File: src/rtl/trig_pkg.sv
package trig_pkg;
  typedef enum logic [1:0] {
    MODE_OFF    = 2'b00,
    MODE_SINGLE = 2'b01,
    MODE_CONT   = 2'b10,
    MODE_EXT    = 2'b11
  } trig_mode_e;
endpackage

File: src/rtl/trig_edge_sync.sv
module trig_edge_sync #(
  parameter int STAGES = 2
) (
  input  logic clk,
  input  logic rst,
  input  logic async_in,
  output logic rise
);
  logic [STAGES-1:0] sync_q;
  logic              prev_q;

  generate
    for (genvar i = 0; i < STAGES; i++) begin : g_stage
      if (i == 0) begin : g_first
        always_ff @(posedge clk) begin
          if (rst) sync_q[0] <= 1'b0;
          else     sync_q[0] <= async_in;
        end
      end else begin : g_next
        always_ff @(posedge clk) begin
          if (rst) sync_q[i] <= 1'b0;
          else     sync_q[i] <= sync_q[i-1];
        end
      end
    end
  endgenerate

  always_ff @(posedge clk) begin
    if (rst) prev_q <= 1'b0;
    else     prev_q <= sync_q[STAGES-1];
  end

  assign rise = sync_q[STAGES-1] & ~prev_q;

  // an edge is reported for a single cycle only
  p_rise_single_r9: assert property (@(posedge clk) disable iff (rst)
    rise |=> !rise);
endmodule

File: src/rtl/interval_timer.sv
module interval_timer #(
  parameter int PSC_W   = 8,
  parameter int TMR_W   = 16,
  parameter int PSC_MIN = 53
) (
  input  logic             clk,
  input  logic             rst,
  input  logic             restart,
  input  logic             enable,
  input  logic             base_tick,
  input  logic [PSC_W-1:0] psc_val,
  input  logic [TMR_W-1:0] tmr_val,
  output logic             tick
);
  localparam logic [PSC_W-1:0] PSC_FLOOR = PSC_W'(PSC_MIN);
  localparam logic [TMR_W-1:0] TMR_FLOOR = TMR_W'(1);

  logic [PSC_W-1:0] psc_lim, psc_cnt;
  logic [TMR_W-1:0] tmr_lim, tmr_cnt;

  assign psc_lim = (psc_val < PSC_FLOOR) ? PSC_FLOOR : psc_val;
  assign tmr_lim = (tmr_val == '0) ? TMR_FLOOR : tmr_val;

  always_ff @(posedge clk) begin
    if (rst || restart) begin
      psc_cnt <= '0;
      tmr_cnt <= '0;
      tick    <= 1'b0;
    end else begin
      tick <= 1'b0;
      if (enable && base_tick) begin
        if (psc_cnt == psc_lim - 1'b1) begin
          psc_cnt <= '0;
          if (tmr_cnt == tmr_lim - 1'b1) begin
            tmr_cnt <= '0;
            tick    <= 1'b1;
          end else begin
            tmr_cnt <= tmr_cnt + 1'b1;
          end
        end else begin
          psc_cnt <= psc_cnt + 1'b1;
        end
      end
    end
  end

  // period is at least PSC_MIN base ticks, so expiries never touch
  p_min_gap_r6: assert property (@(posedge clk) disable iff (rst)
    tick |=> !tick);
  // a reload leaves the timer without an expiry in the next cycle
  p_reload_quiet_r7: assert property (@(posedge clk) disable iff (rst)
    restart |=> !tick);
endmodule

File: src/rtl/conv_trigger_ctrl.sv
module conv_trigger_ctrl
  import trig_pkg::*;
#(
  parameter int PSC_W       = 8,
  parameter int TMR_W       = 16,
  parameter int PSC_MIN     = 53,
  parameter int SYNC_STAGES = 2
) (
  input  logic             clk,
  input  logic             rst,
  input  logic [1:0]       mode,
  input  logic             trig_dir,
  input  logic             sw_start,
  input  logic             ext_trig_in,
  input  logic             base_tick,
  input  logic             psc_wr,
  input  logic [PSC_W-1:0] psc_wdata,
  input  logic             tmr_wr,
  input  logic [TMR_W-1:0] tmr_wdata,
  output logic [PSC_W-1:0] psc_rdata,
  output logic [TMR_W-1:0] tmr_rdata,
  output logic             conv_pulse,
  output logic             ext_trig_out,
  output logic             ext_trig_oe
);
  trig_mode_e       mode_e, mode_q;
  logic [PSC_W-1:0] psc_q;
  logic [TMR_W-1:0] tmr_q;
  logic             running_q;
  logic             ext_rise, tick;
  logic             ext_ok, start_req, mode_chg, tick_ok;
  logic             fire, restart, run_d;

  assign mode_e = trig_mode_e'(mode);

  // Stored timer values
  always_ff @(posedge clk) begin
    if (rst) begin
      psc_q <= '0;
      tmr_q <= '0;
    end else begin
      if (psc_wr) psc_q <= psc_wdata;
      if (tmr_wr) tmr_q <= tmr_wdata;
    end
  end
  assign psc_rdata = psc_q;
  assign tmr_rdata = tmr_q;

  trig_edge_sync #(.STAGES(SYNC_STAGES)) u_sync (
    .clk      (clk),
    .rst      (rst),
    .async_in (ext_trig_in),
    .rise     (ext_rise)
  );

  interval_timer #(.PSC_W(PSC_W), .TMR_W(TMR_W), .PSC_MIN(PSC_MIN)) u_timer (
    .clk       (clk),
    .rst       (rst),
    .restart   (restart),
    .enable    (running_q),
    .base_tick (base_tick),
    .psc_val   (psc_q),
    .tmr_val   (tmr_q),
    .tick      (tick)
  );

  // Source selection
  assign ext_ok    = ext_rise && !trig_dir;
  assign start_req = sw_start || ext_ok;
  assign mode_chg  = (mode_e != mode_q);
  assign tick_ok   = tick && running_q && !mode_chg;
  assign restart   = mode_chg || (mode_e == MODE_CONT && start_req);
  assign run_d     = (mode_e == MODE_CONT) &&
                     (start_req || (running_q && !mode_chg));

  always_comb begin
    case (mode_e)
      MODE_SINGLE: fire = start_req;
      MODE_CONT:   fire = start_req || tick_ok;
      MODE_EXT:    fire = ext_ok;
      default:     fire = 1'b0;
    endcase
  end

  always_ff @(posedge clk) begin
    if (rst) begin
      mode_q       <= MODE_OFF;
      running_q    <= 1'b0;
      conv_pulse   <= 1'b0;
      ext_trig_out <= 1'b0;
      ext_trig_oe  <= 1'b0;
    end else begin
      mode_q       <= mode_e;
      running_q    <= run_d;
      conv_pulse   <= fire;
      ext_trig_out <= trig_dir && tick_ok;
      ext_trig_oe  <= trig_dir;
    end
  end

  // disabled mode never requests a conversion
  p_off_silent_r1: assert property (@(posedge clk) disable iff (rst)
    (mode_e == MODE_OFF) |=> !conv_pulse);
  // single mode fires only on a request
  p_single_req_r2: assert property (@(posedge clk) disable iff (rst)
    (mode_e == MODE_SINGLE && !sw_start && !ext_rise) |=> !conv_pulse);
  // continuous mode is silent until started
  p_cont_idle_r3: assert property (@(posedge clk) disable iff (rst)
    (mode_e == MODE_CONT && !running_q && !sw_start && !ext_rise) |=> !conv_pulse);
  // outside-only mode fires only on a synchronized edge
  p_ext_only_r4: assert property (@(posedge clk) disable iff (rst)
    (mode_e == MODE_EXT && !ext_rise) |=> !conv_pulse);
  // the line is driven only while its enable is on
  p_pin_enable_r5: assert property (@(posedge clk) disable iff (rst)
    !ext_trig_oe |-> !ext_trig_out);
  // a driven expiry is always a conversion in the same cycle
  p_pin_conv_r5: assert property (@(posedge clk) disable iff (rst)
    ext_trig_out |-> conv_pulse);
endmodule

File: config.mk
export PLATFORM = sky130hd
export DESIGN_NAME = conv_trigger_ctrl
export DESIGN_NICKNAME = d
export VERILOG_FILES = /design/src/rtl/trig_pkg.sv /design/src/rtl/trig_edge_sync.sv /design/src/rtl/interval_timer.sv /design/src/rtl/conv_trigger_ctrl.sv
export SDC_FILE = /design/constraint.sdc
export NUM_CORES = 1
export LEC_CHECK = 0
export BUFFER_PORTS_ARGS = -buffer_cell sky130_fd_sc_hd__buf_2
export CORE_ASPECT_RATIO = 1.4
export CORE_MARGIN = 2
export CORE_UTILIZATION = 30
export CTS_BUF_LIST = sky130_fd_sc_hd__clkbuf_8
export DETAILED_ROUTE_END_ITERATION = 10
export PLACE_DENSITY = 0.6
export SYNTH_ARGS = -nofsm -noshare
export SYNTH_HDL_FRONTEND = slang
export SYNTH_SLANG_ARGS = --single-unit
File: constraint.sdc
create_clock -name clk -period 5.7 [get_ports clk]
set_input_delay 0.855 -clock clk [delete_from_list [all_inputs] [get_ports clk]]
set_output_delay 0.855 -clock clk [all_outputs]
set_load 0.02 [all_outputs]
# --- Word level (Yosys, flattened, before mapping) ---
# Cells that the tools add are included.
word_totals:
  regBits: 58
  latchBits: 0
  ram_bits: 0
  rom_bits: 0
  inputBits: 34
  output_inout_bits: 27
  wordCells: 52
  mem_count: 0
classes:
  addsub: 4
  multipliers: 0
  div: 0
  magnitude_cmp: 1
  n_eq_ne: 6
  shifts: 0
  n_mux: 6
  bitwise: 4
  n_reduce_logical: 18
op_table:
  columns: ["op", "n"]
  rows:
  - ["$mux W16", 2]
  - ["$add A16 B1 Y16 const B", 1]
  - ["$eq A16 B16 Y1", 1]
  - ["$logic_not A16 Y1", 1]
  - ["$mux W8", 2]
  - ["$sub A16 B1 Y16 const B", 1]
  - ["$add A8 B1 Y8 const B", 1]
  - ["$eq A8 B8 Y1", 1]
  - ["$logic_and A1 B1 Y1", 8]
  - ["$lt A8 B6 Y1 const B", 1]
  - ["$sub A8 B1 Y8 const B", 1]
  - ["$logic_or A1 B1 Y1", 5]
  - ["$eq A2 B2 Y1 const B", 2]
  - ["$not A1 Y1", 3]
  - ["$pmux W1 S3", 1]
  - ["$reduce_or A3 Y1", 1]
  - ["$eq A2 B1 Y1 const B", 1]
  - ["$logic_not A1 Y1", 2]
  - ["$ne A2 B2 Y1", 1]
  - ["$reduce_and A2 Y1", 1]
  - ["$and A1 B1 Y1", 1]
  - ["$mux W1", 1]

# --- Logic depth before layout (Yosys ltp) ---
logic_depth:
  ltp_word: 8
  ltp_mapped: 14

# --- Cells and area by module ---
# A second synthesis with hierarchy kept.
unflattened:
  cells_unflattened: 391
  area_unflattened_um2: 3402.0
modules_own_cells:
  columns: ["mod", "instances", "cells_each", "area_per_inst_um2"]
  rows:
  - ["interval_timer", 1, 279, 2203.4]
  - ["conv_trigger_ctrl", 1, 105, 1111.1]
  - ["trig_edge_sync", 1, 7, 87.6]

# --- Worst setup path before layout ---
# No wires, ideal clock.
synth_timing:
  path_type: "reg-to-reg"
  start: "register tmr_q[9] (netlist: tmr_rdata[9])"
  end: "register u_timer.tmr_cnt[11]"
  setup_time_ns: 0.115
  arrival_time_ns: 3.317
  required_time_ns: 5.585
  slack_ns: 2.268
  stages_incl_launch_ff: 15
  path_buffers: 2
  cell_sequence: "dfxtp_1 > clkbuf_2 > nor4_4 > nand3_1 > nor2_1 > a21oi_1 > ha_1 > nor3b_1 > nand2_1 > o311a_1 > nor4b_1 > nand4_1 > o41ai_4 > buf_6 > nor2_1"
synth_between:
  elab_chain_cells: 5
synth_lines:
  columns: ["item", "line_no", "text"]
  rows:
  - ["start: declaration", "conv_trigger_ctrl.sv:28", "logic [TMR_W-1:0] tmr_q;"]
  - ["start signal: assignment", "conv_trigger_ctrl.sv:43", "if (tmr_wr) tmr_q <= tmr_wdata;"]
  - ["$logic_not A16 Y1", "interval_timer.sv:22", "assign tmr_lim = (tmr_val == '0) ? TMR_FLOOR : tmr_val;"]
  - ["$mux W16 *", "interval_timer.sv:22", null]
  - ["$sub A16 B1 Y16 *", "interval_timer.sv:34", "if (tmr_cnt == tmr_lim - 1'b1) begin"]
  - ["$eq A16 B16 Y1 *", "interval_timer.sv:34", null]
  - ["$mux W16 *", "interval_timer.sv:34", null]
  - ["end signal: assignment", "interval_timer.sv:38", "tmr_cnt <= tmr_cnt + 1'b1;"]
  - ["end: declaration", "interval_timer.sv:19", "logic [TMR_W-1:0] tmr_lim, tmr_cnt;"]
# Mark *: on every way between the ends. The rest lies on a longest branch, timed or not.
# A chain may end at the register's enable or synchronous reset.

# --- Worst setup path in the final report ---
layout_timing:
  start: "register tmr_q[8] (netlist: tmr_rdata[8])"
  end: "register u_timer.tmr_cnt[3]"
# Same word-level chain as after synthesis.

==> results_dict.tcl <==
set metrics [dict create \
    ios 61 \
    grt_usage_pct 14.53 \
    critPathTopFamily "simple AND/OR/NAND/NOR gates" \
    yosysWarnings 0 \
    cp.arrival_ns 4.28 \
    fin_area_um2 3975 \
    nets 490 \
    n_antenna_cell 0 \
    ys.flop_type "dfxtp_1" \
    routed.top_layer "met4" \
    grt_pass1_vias 3037 \
    syn-cell-area_um2 3405 \
    cts_resized 0 \
    cp_max_fo 16 \
    synthTopCellsByArea "dfxtp_1 (34%), mux2i_1 (8.2%), nor2_1 (6.3%)" \
    avgRoutedWirePerCell_um 13.85 \
    cts_setup_buffers 0 \
    placed_cells 585 \
    end_kind "flop" \
    start_kind "flop" \
    antenna_found_initial 0 \
    period_needed_ns 4.086 \
    syn_inst 405 \
    hp-class "flop to flop" \
    firstDrtPassIters 5 \
    ir_drop_uv 104.6 \
    powerDensity_nw_per_um2 252.3 \
    outcome "finished clean" \
    setup_violations 0 \
    synth_cell_types 60 \
    cts_tree "yes" \
    final_cell_mix "buf_2 (60), dfxtp_1 (58), nor2_1 (57)" \
    htreeDepth 3 \
    wl_met1_mm 3.631 \
    p_leak_nw 1.526 \
    drc 0 \
    postPlaceCellArea_um2 3771 \
    cp_num_buf_inv 0 \
    final.fill_count 1184 \
    vias 3147 \
    drt_iter0_drc 109 \
    fp.dieW_um 94.04 \
    clkTransAtPathRegs_ns 0.07 \
    yosysSeqAreaShare_pct 34.11 \
    ys_async_sr_fraction_pct 0 \
    worstMarginPinSlew_ns 0.8989 \
    coreArea_um2 11220 \
    cp_slowest_cell "o41ai_4" \
    clkSinkCount 58 \
    wl_met3_um 364 \
    postCtsHoldBufs 0 \
    ant_nets 0 \
    crit_top_cell "nor2_1" \
    slew_headroom_pct 39.87 \
    wl_mm 8.312 \
    stdcell_count 600 \
    layout_commonest_cell "buf_2" \
    rows 46 \
    synth_edf_count 0 \
    viasPerCell 5.245 \
    tns_ns 0 \
    initial_utilization_pct 30.33 \
    rsz0062_at_grt "false" \
    wl_met2_mm 4.102 \
    synth_area_per_cell_um2 8.406 \
    drv_slew 0 \
    grt_max_degree 34 \
    drive_gt1_share_pct 19.08 \
    cp.required_ns 5.89 \
    drv_cap 0 \
    fin_crit_sh_pct 71.68 \
    io_buffer_count 60 \
    power_mw 1.003 \
    grt_pass1_wl_mm 14.12 \
    worstSetupPathType "flop to flop" \
    cts_root_buffer "clkbuf_8" \
    timing.final.ws_setup_ns 1.614 \
    die_h_um 130.0 \
    synth-seq-cells 58 \
    cp_cell_sequence "nor4_4, nand3_1, nor2_1, a21oi_1, ha_1, nor3b_1, nand2_1, o311a_1, nor4b_1, nand4_1, o41ai_4, nor2_1" \
    grt_overflow 0 \
    clk_latency_ns 0.34 \
    reg2reg_setup_slack_ns 1.61 \
    place_ws_ns 1.656 \
    dieArea_um2 12230 \
    gp_congestion 0.8748 \
    ctsLongestPathBuffers 2 \
    max_freq_mhz 244.7 \
    synth_nets 443 \
    crit_path_max_incr_delay_ns 0.76 \
    final_util_pct 35.42 \
    hpwl_mm 6.246 \
    cts_buffers 9 \
    fin_skew_ns 0.007372 \
    hold-worst-slack_ns 0.4548 \
    synth_top_area_share_pct 34.11 \
    finalHoldViolCount 0 \
    area_growth_pct 16.76 \
    yosysTopAreaCell "dfxtp_1" \
]
metal layers:
metal / global-route usage (%) / vias up
met2: 25.46 / 87
met3: 3.406 / 15
met5: 0 / -
li1: - / 1566
met4: 6.991 / 0
met1: 16.53 / 1479
flip-flops by register name (all words and copies together), names as in the netlist:
| name | cells |
|---|---|
| mode_q | 2 |
| running_q | 1 |
| u_sync.sync_q | 2 |
| u_timer.psc_cnt | 8 |
| u_timer.tick | 1 |
| u_sync.prev_q | 1 |
| conv_pulse | 1 |
| u_timer.tmr_cnt | 16 |
| tmr_rdata | 16 |
| psc_rdata | 8 |
| ext_trig_oe | 1 |
| ext_trig_out | 1 |
power by group:
group,total [mW],switching [mW],leakage (nW),internal [mW]
clock,0.396,0.163,0.110,0.233
combinational,0.165,0.0940,0.943,0.0707
sequential,0.442,0.0235,0.474,0.418
area by class of cell:
class / instances / area, um^2 / share of cell area [%]
Multi-Input combinational cell: 312 / 2088 / 52.53
Sequential cell: 58 / 1161 / 29.21
Timing Repair Buffer: 60 / 300.3 / 7.554
Tap cell: 144 / 180.2 / 4.533
Clock buffer: 12 / 165.2 / 4.155
Inverter: 11 / 41.29 / 1.039
Clock inverter: 3 / 38.79 / 0.9758
kinds of logic (layout without fill, tap and decap cells):
| family | Yosys count | in the layout | synth area share [%] |
|---|---|---|---|
| AND/OR/NAND/NOR | 172 | 172 | 27.38 |
| multiplexers | 28 | 28 | 8.232 |
| XOR/XNOR | 35 | 35 | 9.004 |
| adder cells (fa/ha/maj) | 4 | 4 | 1.470 |
| AO/OA/AOI/OAI | 73 | 73 | 15.25 |
| buffers and inverters | 35 | 86 | 4.557 |
| flip-flops | 58 | 58 | 34.11 |
final timing paths:
path | end | cells after the start | startpoint
max | u_timer.tmr_cnt[3] | 12 | tmr_rdata[8]
min | u_sync.sync_q[1] | 1 | u_sync.sync_q[0]
max reg2reg | u_timer.tmr_cnt[3] | 12 | tmr_rdata[8]
min reg2reg | u_sync.sync_q[1] | 1 | u_sync.sync_q[0]
cells in the mapped netlist, types with 3 or more instances:
cell type and count:
nor4_2 3, xor2_1 14, o31ai_1 4, buf_2 5, dfxtp_1 58, a211o_1 4
or3_1 8, nand3_1 14, nor2_1 57, a311oi_1 3, a21oi_1 17, a31oi_1 3
and3_1 3, and4_1 4, xnor2_1 21, inv_1 11, nand2_1 19, o21ai_0 18
nor3b_1 4, nand4_1 11, nor2b_1 11, or4_1 4, nor3_1 15, mux2i_1 28
a21o_1 3, clkbuf_1 14, nor4_1 4, ha_1 4
(Power assumes the default switching activity.)
